## config.mk

```make
export PLATFORM = sky130hd
export DESIGN_NAME = rtc_holding_sync
export DESIGN_NICKNAME = d
export VERILOG_FILES = /design/src/rtl/rtc_hsync_pkg.sv /design/src/rtl/rtc_prescaler.sv /design/src/rtl/rtc_cal_wave.sv /design/src/rtl/rtc_time_core.sv /design/src/rtl/rtc_user_regs.sv /design/src/rtl/rtc_holding_sync.sv
export SDC_FILE = /design/constraint.sdc
export NUM_CORES = 1
export LEC_CHECK = 0
export ABC_AREA = 1
export CAP_MARGIN = 20
export CELL_PAD_IN_SITES_DETAIL_PLACEMENT = 0
export CELL_PAD_IN_SITES_GLOBAL_PLACEMENT = 1
export CORE_MARGIN = 2
export CORE_UTILIZATION = 42
export DETAILED_ROUTE_END_ITERATION = 8
export PLACE_DENSITY_LB_ADDON = 0.1
export REMOVE_ABC_BUFFERS = 1
export SETUP_SLACK_MARGIN = 0.2
export SLEW_MARGIN = 5
export SYNTH_ARGS = -nofsm -noshare
export SYNTH_HDL_FRONTEND = slang
export SYNTH_SLANG_ARGS = --single-unit
```

## constraint.sdc

```tcl
create_clock -name clk -period 1.99 [get_ports clk]
set_input_delay 0.199 -clock clk [delete_from_list [all_inputs] [get_ports clk]]
set_output_delay 0.199 -clock clk [all_outputs]
set_load 0.05 [all_outputs]
```

## src/rtl/rtc_hsync_pkg.sv

```systemverilog
package rtc_hsync_pkg;
  localparam int unsigned FIELDS = 7;

  // second occupies the least significant byte; address = field index + 1
  typedef struct packed {
    logic [7:0] year;
    logic [7:0] month;
    logic [7:0] date;
    logic [7:0] wday;
    logic [7:0] hour;
    logic [7:0] minute;
    logic [7:0] second;
  } rtc_time_t;

  localparam rtc_time_t TIME_INIT = '{year: 8'h00, month: 8'h01, date: 8'h01,
                                      wday: 8'h01, hour: 8'h00, minute: 8'h00,
                                      second: 8'h00};

  function automatic logic [7:0] bcd_inc(input logic [7:0] v);
    if (v[3:0] == 4'd9) return {v[7:4] + 4'd1, 4'd0};
    return {v[7:4], v[3:0] + 4'd1};
  endfunction

  function automatic logic [7:0] month_last(input logic [7:0] mon, input logic [7:0] yr);
    logic leap;
    // divisible by four: odd tens need ones of 2 or 6, even tens need 0, 4 or 8
    if (yr[4]) leap = (yr[3:0] == 4'd2) || (yr[3:0] == 4'd6);
    else       leap = (yr[3:0] == 4'd0) || (yr[3:0] == 4'd4) || (yr[3:0] == 4'd8);
    case (mon)
      8'h02:                      return leap ? 8'h29 : 8'h28;
      8'h04, 8'h06, 8'h09, 8'h11: return 8'h30;
      default:                    return 8'h31;
    endcase
  endfunction

  function automatic rtc_time_t advance(input rtc_time_t t);
    rtc_time_t n;
    n = t;
    if (t.second != 8'h59) n.second = bcd_inc(t.second);
    else begin
      n.second = 8'h00;
      if (t.minute != 8'h59) n.minute = bcd_inc(t.minute);
      else begin
        n.minute = 8'h00;
        if (t.hour != 8'h23) n.hour = bcd_inc(t.hour);
        else begin
          n.hour = 8'h00;
          n.wday = (t.wday == 8'h07) ? 8'h01 : bcd_inc(t.wday);
          if (t.date != month_last(t.month, t.year)) n.date = bcd_inc(t.date);
          else begin
            n.date = 8'h01;
            if (t.month != 8'h12) n.month = bcd_inc(t.month);
            else begin
              n.month = 8'h01;
              n.year  = (t.year == 8'h99) ? 8'h00 : bcd_inc(t.year);
            end
          end
        end
      end
    end
    return n;
  endfunction
endpackage

```

## src/rtl/rtc_prescaler.sv

```systemverilog
module rtc_prescaler #(
  parameter int unsigned DIV = 32768
) (
  input  logic clk,
  input  logic rst_n,
  input  logic restart,
  output logic tick
);
  localparam int unsigned CW = (DIV > 1) ? $clog2(DIV) : 1;
  localparam logic [CW-1:0] LAST = CW'(DIV - 1);

  logic [CW-1:0] cnt_q;

  assign tick = (cnt_q == LAST);

  always_ff @(posedge clk or negedge rst_n) begin
    if (!rst_n)               cnt_q <= '0;
    else if (restart || tick) cnt_q <= '0;
    else                      cnt_q <= cnt_q + 1'b1;
  end
endmodule

```

## src/rtl/rtc_cal_wave.sv

```systemverilog
module rtc_cal_wave #(
  parameter int unsigned HALF = 32
) (
  input  logic clk,
  input  logic rst_n,
  input  logic enable,
  output logic wave
);
  localparam int unsigned HW = (HALF > 1) ? $clog2(HALF) : 1;
  localparam logic [HW-1:0] LAST = HW'(HALF - 1);

  logic [HW-1:0] cnt_q;
  logic          phase_q;

  always_ff @(posedge clk or negedge rst_n) begin
    if (!rst_n) begin
      cnt_q   <= '0;
      phase_q <= 1'b0;
    end else if (!enable) begin
      cnt_q   <= '0;
      phase_q <= 1'b0;
    end else if (cnt_q == LAST) begin
      cnt_q   <= '0;
      phase_q <= ~phase_q;
    end else begin
      cnt_q   <= cnt_q + 1'b1;
    end
  end

  assign wave = phase_q & enable;
endmodule

```

## src/rtl/rtc_time_core.sv

```systemverilog
module rtc_time_core
  import rtc_hsync_pkg::*;
(
  input  logic      clk,
  input  logic      rst_n,
  input  logic      tick,
  input  logic      lock,
  input  logic      load,
  input  rtc_time_t load_val,
  output rtc_time_t now_q,
  output rtc_time_t next_val
);
  always_comb begin
    if (load)              next_val = load_val;
    else if (tick && !lock) next_val = advance(now_q);
    else                   next_val = now_q;
  end

  always_ff @(posedge clk or negedge rst_n) begin
    if (!rst_n) now_q <= TIME_INIT;
    else        now_q <= next_val;
  end
endmodule

```

## src/rtl/rtc_user_regs.sv

```systemverilog
module rtc_user_regs
  import rtc_hsync_pkg::*;
#(
  parameter int unsigned ADDR_W = 4
) (
  input  logic              clk,
  input  logic              rst_n,
  input  logic              wr_en,
  input  logic [ADDR_W-1:0] wr_addr,
  input  logic [7:0]        wr_data,
  input  logic [ADDR_W-1:0] rd_addr,
  input  rtc_time_t         core_next,
  output logic [7:0]        rd_data,
  output rtc_time_t         hold_q,
  output logic              ctl_read,
  output logic              ctl_write,
  output logic              ctl_cal,
  output logic              commit
);
  localparam int unsigned HW = 8 * FIELDS;

  logic          ctrl_sel, read_rise, follow;
  logic [HW-1:0] hold_vec, core_vec;

  assign core_vec  = core_next;
  assign hold_q    = rtc_time_t'(hold_vec);
  assign ctrl_sel  = wr_en && (wr_addr == '0);
  assign read_rise = ctrl_sel && wr_data[0] && !ctl_read;
  assign commit    = ctrl_sel && !wr_data[1] && ctl_write;
  assign follow    = read_rise || (!ctl_read && !ctl_write);

  always_ff @(posedge clk or negedge rst_n) begin
    if (!rst_n) begin
      ctl_read  <= 1'b0;
      ctl_write <= 1'b0;
      ctl_cal   <= 1'b0;
    end else if (ctrl_sel) begin
      ctl_read  <= wr_data[0];
      ctl_write <= wr_data[1];
      ctl_cal   <= wr_data[2];
    end
  end

  for (genvar g = 0; g < FIELDS; g++) begin : g_field
    logic hit;
    assign hit = wr_en && ctl_write && (wr_addr == ADDR_W'(g + 1));
    always_ff @(posedge clk or negedge rst_n) begin
      if (!rst_n)      hold_vec[8*g +: 8] <= TIME_INIT[8*g +: 8];
      else if (hit)    hold_vec[8*g +: 8] <= wr_data;
      else if (follow) hold_vec[8*g +: 8] <= core_vec[8*g +: 8];
    end
  end

  always_comb begin
    rd_data = '0;
    if (rd_addr == '0) rd_data = {5'd0, ctl_cal, ctl_write, ctl_read};
    for (int i = 0; i < FIELDS; i++)
      if (rd_addr == ADDR_W'(i + 1)) rd_data = hold_vec[8*i +: 8];
  end
endmodule

```

## src/rtl/rtc_holding_sync.sv

```systemverilog
module rtc_holding_sync
  import rtc_hsync_pkg::*;
#(
  parameter int unsigned CLK_HZ = 32768,
  parameter int unsigned CAL_HZ = 512,
  parameter int unsigned ADDR_W = 4
) (
  input  logic              clk,
  input  logic              rst_n,
  input  logic              wr_en,
  input  logic [ADDR_W-1:0] wr_addr,
  input  logic [7:0]        wr_data,
  input  logic [ADDR_W-1:0] rd_addr,
  output logic [7:0]        rd_data,
  output logic              cal_out
);
  localparam int unsigned CAL_HALF = CLK_HZ / (2 * CAL_HZ);

  logic      tick, ctl_read, ctl_write, ctl_cal, commit;
  rtc_time_t core_time, core_next, hold_time;

  rtc_prescaler #(.DIV(CLK_HZ)) u_presc (
    .clk(clk), .rst_n(rst_n), .restart(commit), .tick(tick)
  );

  rtc_time_core u_core (
    .clk(clk), .rst_n(rst_n), .tick(tick), .lock(ctl_write), .load(commit),
    .load_val(hold_time), .now_q(core_time), .next_val(core_next)
  );

  rtc_user_regs #(.ADDR_W(ADDR_W)) u_regs (
    .clk(clk), .rst_n(rst_n), .wr_en(wr_en), .wr_addr(wr_addr),
    .wr_data(wr_data), .rd_addr(rd_addr), .core_next(core_next),
    .rd_data(rd_data), .hold_q(hold_time), .ctl_read(ctl_read),
    .ctl_write(ctl_write), .ctl_cal(ctl_cal), .commit(commit)
  );

  rtc_cal_wave #(.HALF(CAL_HALF)) u_cal (
    .clk(clk), .rst_n(rst_n), .enable(ctl_cal), .wave(cal_out)
  );
endmodule

```

# After elaboration in Yosys (flattened, before gate mapping)
# Cells that the tools add are included.
[classes]
addsub = 16
eq_ne = 40
muxes = 112
bitwise = 2
reduce_logical = 34
[op_table]
columns = ["operator", "n"]
rows = [
  ["$mux 8", 48],
  ["$mux 56", 2],
  ["$add 4x1->4 const B", 14],
  ["$mux 1", 53],
  ["$mux 48", 1],
  ["$eq 4x3->1 const B", 10],
  ["$mux 40", 1],
  ["$eq 4x4->1 const B", 8],
  ["$mux 32", 1],
  ["$eq 8x3->1 const B", 3],
  ["$eq 4x2->1 const B", 5],
  ["$mux 16", 1],
  ["$ne 8x7->1 const B", 2],
  ["$pmux 8 s2", 1],
  ["$add 15x1->15 const B", 1],
  ["$eq 15x15->1 const B", 1],
  ["$logic_and 1x1->1", 15],
  ["$mux 15", 1],
  ["$reduce_bool 2->1", 7],
  ["$logic_not 4->1", 3],
  ["$mux 5", 2],
  ["$eq 4x1->1 const B", 2],
  ["$eq 8x2->1 const B", 1],
  ["$eq 8x4->1 const B", 1],
  ["14 further kinds", 20],
]
[totals]
ff_bits = 136
elab_cells = 224

# Longest topological paths before layout
# Gate-level depths: netlist of run 1.
[logic_depth]
ltp_word = 34
ltp_mapped = 18
mapped_depth_nobuf = 18

# Cells and area by module
# From an unflattened synthesis of run 1, not the netlist that was laid out.
[hier_totals]
hier_cells = 1188
area_unflattened_um2 = 8494.4
[modules_own_cells]
columns = ["mod", "instances", "cells_per_inst", "area_per_inst_um2", "seq_area_each_um2"]
rows = [
  ["rtc_time_core", 1, 541, 3927.5, 1405.1],
  ["rtc_user_regs", 1, 510, 3464.6, 1480.2],
  ["rtc_prescaler", 1, 107, 834.6, 375.4],
  ["rtc_cal_wave", 1, 30, 267.8, 150.1],
]

# Least setup slack after synthesis of run 1
# No wires, ideal clock.
[synth_path]
path_kind = "register to register"
start = "reg u_core.now_q[20] (netlist name)"
end = "reg u_regs.hold_vec[28] (netlist: u_regs.hold_q[28])"
t_arrival_ns = 1.914
required_time_ns = 1.872
slack_ns = -0.042
path_stages_with_launch = 15
path_cell_list = "dfrtp_1 > inv_1 > ha_1 > nand2_1 > nor2_1 > nand3_1 > nor2_2 > inv_1 > nor2_4 > nand2_1 > clkinv_1 > nand2_1 > nand3_1 > o21ai_1 > a21o_1"
[synth_lines]
columns = ["element", "line_no", "text"]
rows = [
  ["start, declared", "rtc_time_core.sv:10", "output rtc_time_t now_q,"],
  ["start signal, assigned", "rtc_time_core.sv:21", "else now_q <= next_val;"],
  ["end signal, assigned by index", "rtc_user_regs.sv:48", "if (!rst_n) hold_vec[8*g +: 8] <= TIME_INIT[8*g +: 8];"],
  ["end signal, assigned by index", "rtc_user_regs.sv:49", "else if (hit) hold_vec[8*g +: 8] <= wr_data;"],
  ["end signal, assigned by index", "rtc_user_regs.sv:50", "else if (follow) hold_vec[8*g +: 8] <= core_vec[8*g +: 8];"],
  ["end, declared", "rtc_user_regs.sv:23", "logic [HW-1:0] hold_vec, core_vec;"],
]

==> results of run 1 <==
[final cells by class]
type | count | area [µm²] | area share [%]
timing repair buffer | 272 | 2450 | 19.5
sequential | 136 | 3410 | 27.2
clock inverter | 14 | 149 | 1.18
multi-input combinational | 757 | 5030 | 40.0
tap | 265 | 332 | 2.64
inverter | 198 | 768 | 6.11
clock buffer | 18 | 429 | 3.41
[sequential cells by signal, indices dropped and copies added (netlist names)]
| name | cells |
|---|---|
| u_regs.ctl_read | 1 |
| u_cal.phase_q | 1 |
| u_core.now_q | 56 |
| u_regs.ctl_cal | 1 |
| u_regs.hold_q | 56 |
| u_cal.cnt_q | 5 |
| u_regs.ctl_write | 1 |
| u_presc.cnt_q | 15 |
[power breakdown]
part           switching (mW)  internal (mW)
Clock                    1.33           1.85
Combinational            2.19           1.79
Sequential              0.555           3.47
Total                    4.07           7.11
[worst max-delay path: cells and delay by family, from the launching register on]
family                 cells  cell delay, ns
AND/OR/NAND/NOR           13            1.38
flip-flops                 1            0.40
buffers and inverters      3            0.37
[kinds of logic after synthesis]
group / after synthesis / synth area share, %
XOR/XNOR: 17 / 1.80
flip-flops: 136 / 41.3
AO/OA/AOI/OAI: 200 / 14.9
buffers and inverters: 222 / 10.4
AND/OR/NAND/NOR: 513 / 27.5
adder cells (fa/ha/maj): 27 / 4.09
[worst paths after layout]
| path | from | endpoint | slack, ns | cells after the start |
|---|---|---|---|---|
| hold / removal | rst_n | u_regs.hold_q[2] | 0.17 | 2 |
| min in group clk | wr_data[3] | u_regs.hold_q[11] | 0.37 | 3 |
| hold reg to reg | u_cal.cnt_q[0] | u_cal.cnt_q[0] | 0.46 | 1 |
| setup / recovery | u_core.now_q[47] | u_regs.hold_q[55] | -0.26 | 16 |
| max in group asynchronous | rst_n | u_regs.ctl_write | 1.14 | 3 |
| setup reg to reg | u_core.now_q[47] | u_regs.hold_q[55] | -0.26 | 16 |
[metal layers]
| layer | vias to the layer above | track usage, % | routed length (µm) |
|---|---|---|---|
| li1 | 4191 | - | - |
| met1 | 4059 | 39.1 | 12800 |
| met2 | 202 | 44.8 | 13500 |
| met3 | 54 | 3.64 | 1270 |
| met4 | 0 | 12.0 | 957 |
| met5 | - | 0 | 0 |
[stage by stage]
| stage | setup WS (ns) | hold slack (ns) |
|---|---|---|
| 2_1_floorplan | -0.859 | -0.0966 |
| 3_3_place_gp | -0.420 | 0.0482 |
| 3_5_place_dp | -0.445 | 0.0487 |
| 4_1_cts | -0.239 | 0.163 |
| 5_1_grt | -0.429 | 0.185 |
| 6_report | -0.257 | 0.175 |
[timing repair]
action                                  CTS  global route
endpoints found under the hold margin   127             0
resized for setup                       199           135
setup buffers                            31            19
pin swaps                                54            59
hold buffers                              1             0
endpoints found under the setup margin  124           127
[synth_stat cells (all sizes together), types with 12 or more instances]
library cell	n	area [µm²]
a21oi	32	164
buf	13	68.8
dfrtp	130	3250
ha	27	338
inv	195	732
nand2	287	1090
nand3	85	455
nand4	22	156
nor2	93	407
o211ai	13	97.6
o21ai	69	353
o22ai	43	269
xor2	12	105
==> summary.txt, run 1 <==
Slowest CP cell - dfrtp_1
Tot GR Track Use - 28.3%
EDFF count, synth - 0
Peak Freq - 445 MHz
TritonCTS clock tree - yes
Rel. slew slack - 57.4%
Max VDD drop - 651 µV
DP Wirelength - 21000 µm
Synth Register Bits - 136
Minimum clock period after layout - 2.25 ns
Die Area - 20800 µm²
Num ports - 28
Gpl congestion - 0.940
CTS sink cnt - 136
Total wire length - 28500 µm
Placed inst area - 10400 µm²
FILL cells - 1692
Area grow syn2layout - 52.3%
Layout cell share with drive strength beyond 1 - 38.4%
Ys async rst share - 100%
Final Instance Area - 12600 µm²
DR pass1 iterations - 5
Num rows - 51
Synthesized area per cell - 7.40 µm²
Ys flop type - dfrtp_1
Via-to-Cell Ratio - 5.12
Clock Latency Late Sink - 0.43 ns
Final period util - 113%
Power, Total - 11.2 mW
Clock root cell - clkbuf_16
Routed Antenna Nets - 0
Total CTS buffers - 17
Vias in the first global route - 8283
CP max FO - 3
Core ar. - 19400 µm²
Final worst slack - -0.257 ns
Clk_skew - 0.0105 ns
Most used cell, CP - nand2_2
PD cells - 890 nW/µm²
DR WL/cell - 17.2 µm
Setup Crit Path Kind - reg2reg
YS warnings - 0
Initial antenna violation count - 0
Die width - 144 µm
Synth cell types - 50
Nets - 1428
Max-slew violations - 0
Largest net degree at the start of global routing - 50
Crit end category - flop
PortBufs - 27
Final count of hold timing violations - 0
Final core utilization - 64.8%
Vias post-DR - 8506
Most frequent cells in the layout - nand2_1, buf_4, inv_1
Hold Crit Class - in2async
Total grt overflow - 0
First-pass GRT wire length - 44300 µm
Required time worst endpoint - 2.31 ns
First-iteration detailed-routing DRC count - 564
Clk pin slew, worst setup/hold paths - 0.07 ns
Data arrival time of the critical path - 2.57 ns
Slowest Stage Delay on Critical Path - 0.40 ns
Violated checks - negative setup slack
DRC - 0
CTS H-tree depth - 4
Sequential fraction of the synthesis area - 41.3%
Final non-filler cell total - 1660
Leak - 6.17 nW
Commonest non-fill, non-tap cell in the layout - nand2_1
Crit start category - flop
Synthesized cell area - 8250 µm²
Final setup violation count - 90
Final setup TNS - -11.15 ns
Crit-path cells - inv_1 -> nand2_1 -> buf_4 -> nor2_2 -> nand3_1 -> nand4_1 -> nand2_2 -> nor2_4 -> nand3_4 -> buf_6 -> nand2_2 -> nand2_2 -> nand3_2 -> nand2_2 -> nand2_1 -> nand2_1
Status - finished with violations
RSZ-0062 raised after global routing - true
Ant. Diodes - 0
Die Y - 144 µm
Max clock buf depth - 2
Initial Util - 42.5%
Gate Count Post-Synth - 1115
Post-Place Cells - 1577
Least-Margin Pin Slew - 0.639 ns
Max-cap violations - 0
Power figures use the tool's default switching activity.
==> inputs of run 2 (changes only) <==
--- a/config.mk
+++ b/config.mk
@@ -12,6 +12,7 @@
 export CORE_MARGIN = 2
 export CORE_UTILIZATION = 42
 export DETAILED_ROUTE_END_ITERATION = 8
+export MAX_ROUTING_LAYER = met4
 export PLACE_DENSITY_LB_ADDON = 0.1
 export REMOVE_ABC_BUFFERS = 1
 export SETUP_SLACK_MARGIN = 0.2
==> constraint.sdc (replaced) <==
create_clock -name clk -period 2.05 [get_ports clk]
set_input_delay 0.205 -clock clk [delete_from_list [all_inputs] [get_ports clk]]
set_output_delay 0.205 -clock clk [all_outputs]
set_load 0.05 [all_outputs]
==> run 2 against run 1 <==
The run still ends with negative setup slack left. Clock power is 8.2% higher. Register-to-register slack improved by 0.08 ns. Hold slack better by 0.12 ns. First-iteration DRC count up 16%. Sequential share of layout area is 0.077 points lower. Fmax up 1.0%. Largest power group unchanged.
==> summary.txt, run 2 (synthesized netlist as in run 1, its figures left out) <==
Status - finished with violations
Violated checks - negative setup slack
Clk pin slew, worst setup/hold paths - 0.06 ns
Nets - 1422
CP max FO - 4
Area grow syn2layout - 52.7%
Setup Crit Path Kind - reg2reg
Final core utilization - 64.9%
Least-Margin Pin Slew - 0.542 ns
Final worst slack - -0.174 ns
Crit start category - flop
Die width - 144 µm
Commonest non-fill, non-tap cell in the layout - nand2_1
Power, Total - 11.2 mW
DRC - 0
DR WL/cell - 17.2 µm
Max VDD drop - 630 µV
Max-slew violations - 0
Die Area - 20800 µm²
Clock Latency Late Sink - 0.43 ns
Reg2reg setup slack - -0.17 ns
Final period util - 109%
Final Instance Area - 12600 µm²
Ant. Diodes - 0
Hold Crit Class - in2async
Initial Util - 42.5%
Seq pwr share - 34.8%
Leak - 6.15 nW
Post-Place Cells - 1576
Placed inst area - 10400 µm²
Total grt overflow - 0
Largest net degree at the start of global routing - 49
Initial antenna violation count - 0
Footprint of the multi-input gates - 5060 µm²
RSZ-0062 raised after global routing - true
Max-cap violations - 0
CTS sink cnt - 136
Final non-filler cell total - 1653
CTS H-tree depth - 4
Pre-CTS WS - -0.462 ns
Vias in the first global route - 8125
Most frequent cells in the layout - nand2_1, buf_4, inv_1
DP Wirelength - 20500 µm
Worst R2R Start - u_presc.cnt_q[0]
Final setup violation count - 72
Die Y - 144 µm
Num rows - 51
Data arrival time of the critical path - 2.53 ns
Logic gate share of total power - 34.5%
Final hold slack - 0.298 ns
First-iteration detailed-routing DRC count - 652
Gpl congestion - 0.940
Total CTS buffers - 17
DR pass1 iterations - 5
FILL cells - 1716
Sw Share - 34.3%
Final setup TNS - -5.80 ns
Layout cell share with drive strength beyond 1 - 37.9%
Required time worst endpoint - 2.36 ns
Core ar. - 19400 µm²
Minimum clock period after layout - 2.22 ns
Clk_skew - 0.00883 ns
Peak Freq - 450 MHz
TritonCTS clock tree - yes
Final count of hold timing violations - 0
Vias post-DR - 8588
Register area - 3410 µm²
Clock root cell - clkbuf_16
PortBufs - 27
Num ports - 28
Max clock buf depth - 2
Rel. slew slack - 63.8%
Internal power - 7.36 mW
Switch Pwr - 3.85 mW
Clock network fraction of total power - 30.7%
Via-to-Cell Ratio - 5.20
First-pass GRT wire length - 43500 µm
Total wire length - 28400 µm
Reg2Reg Capture Point - u_regs.hold_q[8]
Tot GR Track Use - 28.4%
PD cells - 890 nW/µm²
R2R depth - 13
Routed Antenna Nets - 0
Crit end category - flop
[run 2: power groups by stage]
stage	registers (mW)	logic, mW	clock network, mW
final	3.90	3.87	3.44
after CTS	3.85	3.46	3.46
after global placement	3.85	3.15	0
after global routing	3.98	4.25	3.57
after floorplan	3.78	1.68	0
after detailed placement	3.86	3.17	0
[run 2: layout make-up]
type	instances	share of cell area, %
clock inverters	11	1.55
clock buffers	20	3.62
repair buffers	266	18.9
well taps	265	2.63
inverters	198	6.04
multi-input cells	757	40.2
flip-flops and latches	136	27.1
[run 2: worst max-delay path by stage]
stage	from	endpoint	depth (start not counted)
after detailed placement	rd_addr[0]	rd_data[2]	10
after global placement	rd_addr[0]	rd_data[2]	10
after floorplan	wr_addr[1]	u_regs.hold_q[48]	9
after CTS	u_presc.cnt_q[1]	u_regs.hold_q[51]	15
after global routing	u_presc.cnt_q[0]	u_regs.hold_q[38]	17
final	u_presc.cnt_q[0]	u_regs.hold_q[8]	13
[run 2: repair_timing]
item | in CTS | in global routing
pin swaps | 28 | 84
endpoints found under the hold margin | 45 | 0
gates resized for setup | 135 | 203
buffers inserted | 19 | 25
gates cloned | 1 | 0
setup endpoints to repair | 121 | 129
hold buffers | 1 | 0
[run 2: worst max-delay path, stage by stage, from the launching register on]
cell	delay [ns]
dfrtp_1	0.35
ha_2	0.21
nand3_4	0.09
nor2_4	0.17
nand4_4	0.11
nor2_4	0.15
nand3_4	0.13
buf_4	0.17
buf_6	0.13
nand2_4	0.06
buf_4	0.11
o22ai_1	0.06
a31oi_1	0.25
o21bai_1	0.10
[run 2: per-layer routing]
metal / part of all wire (%) / up-vias / GRT usage (%)
li1: - / 4194 / -
met1: 45 / 4119 / 37.9
met2: 48 / 219 / 44.6
met3: 4.4 / 56 / 4.50
met4: 2.7 / 0 / 9.30
met5: 0 / - / -
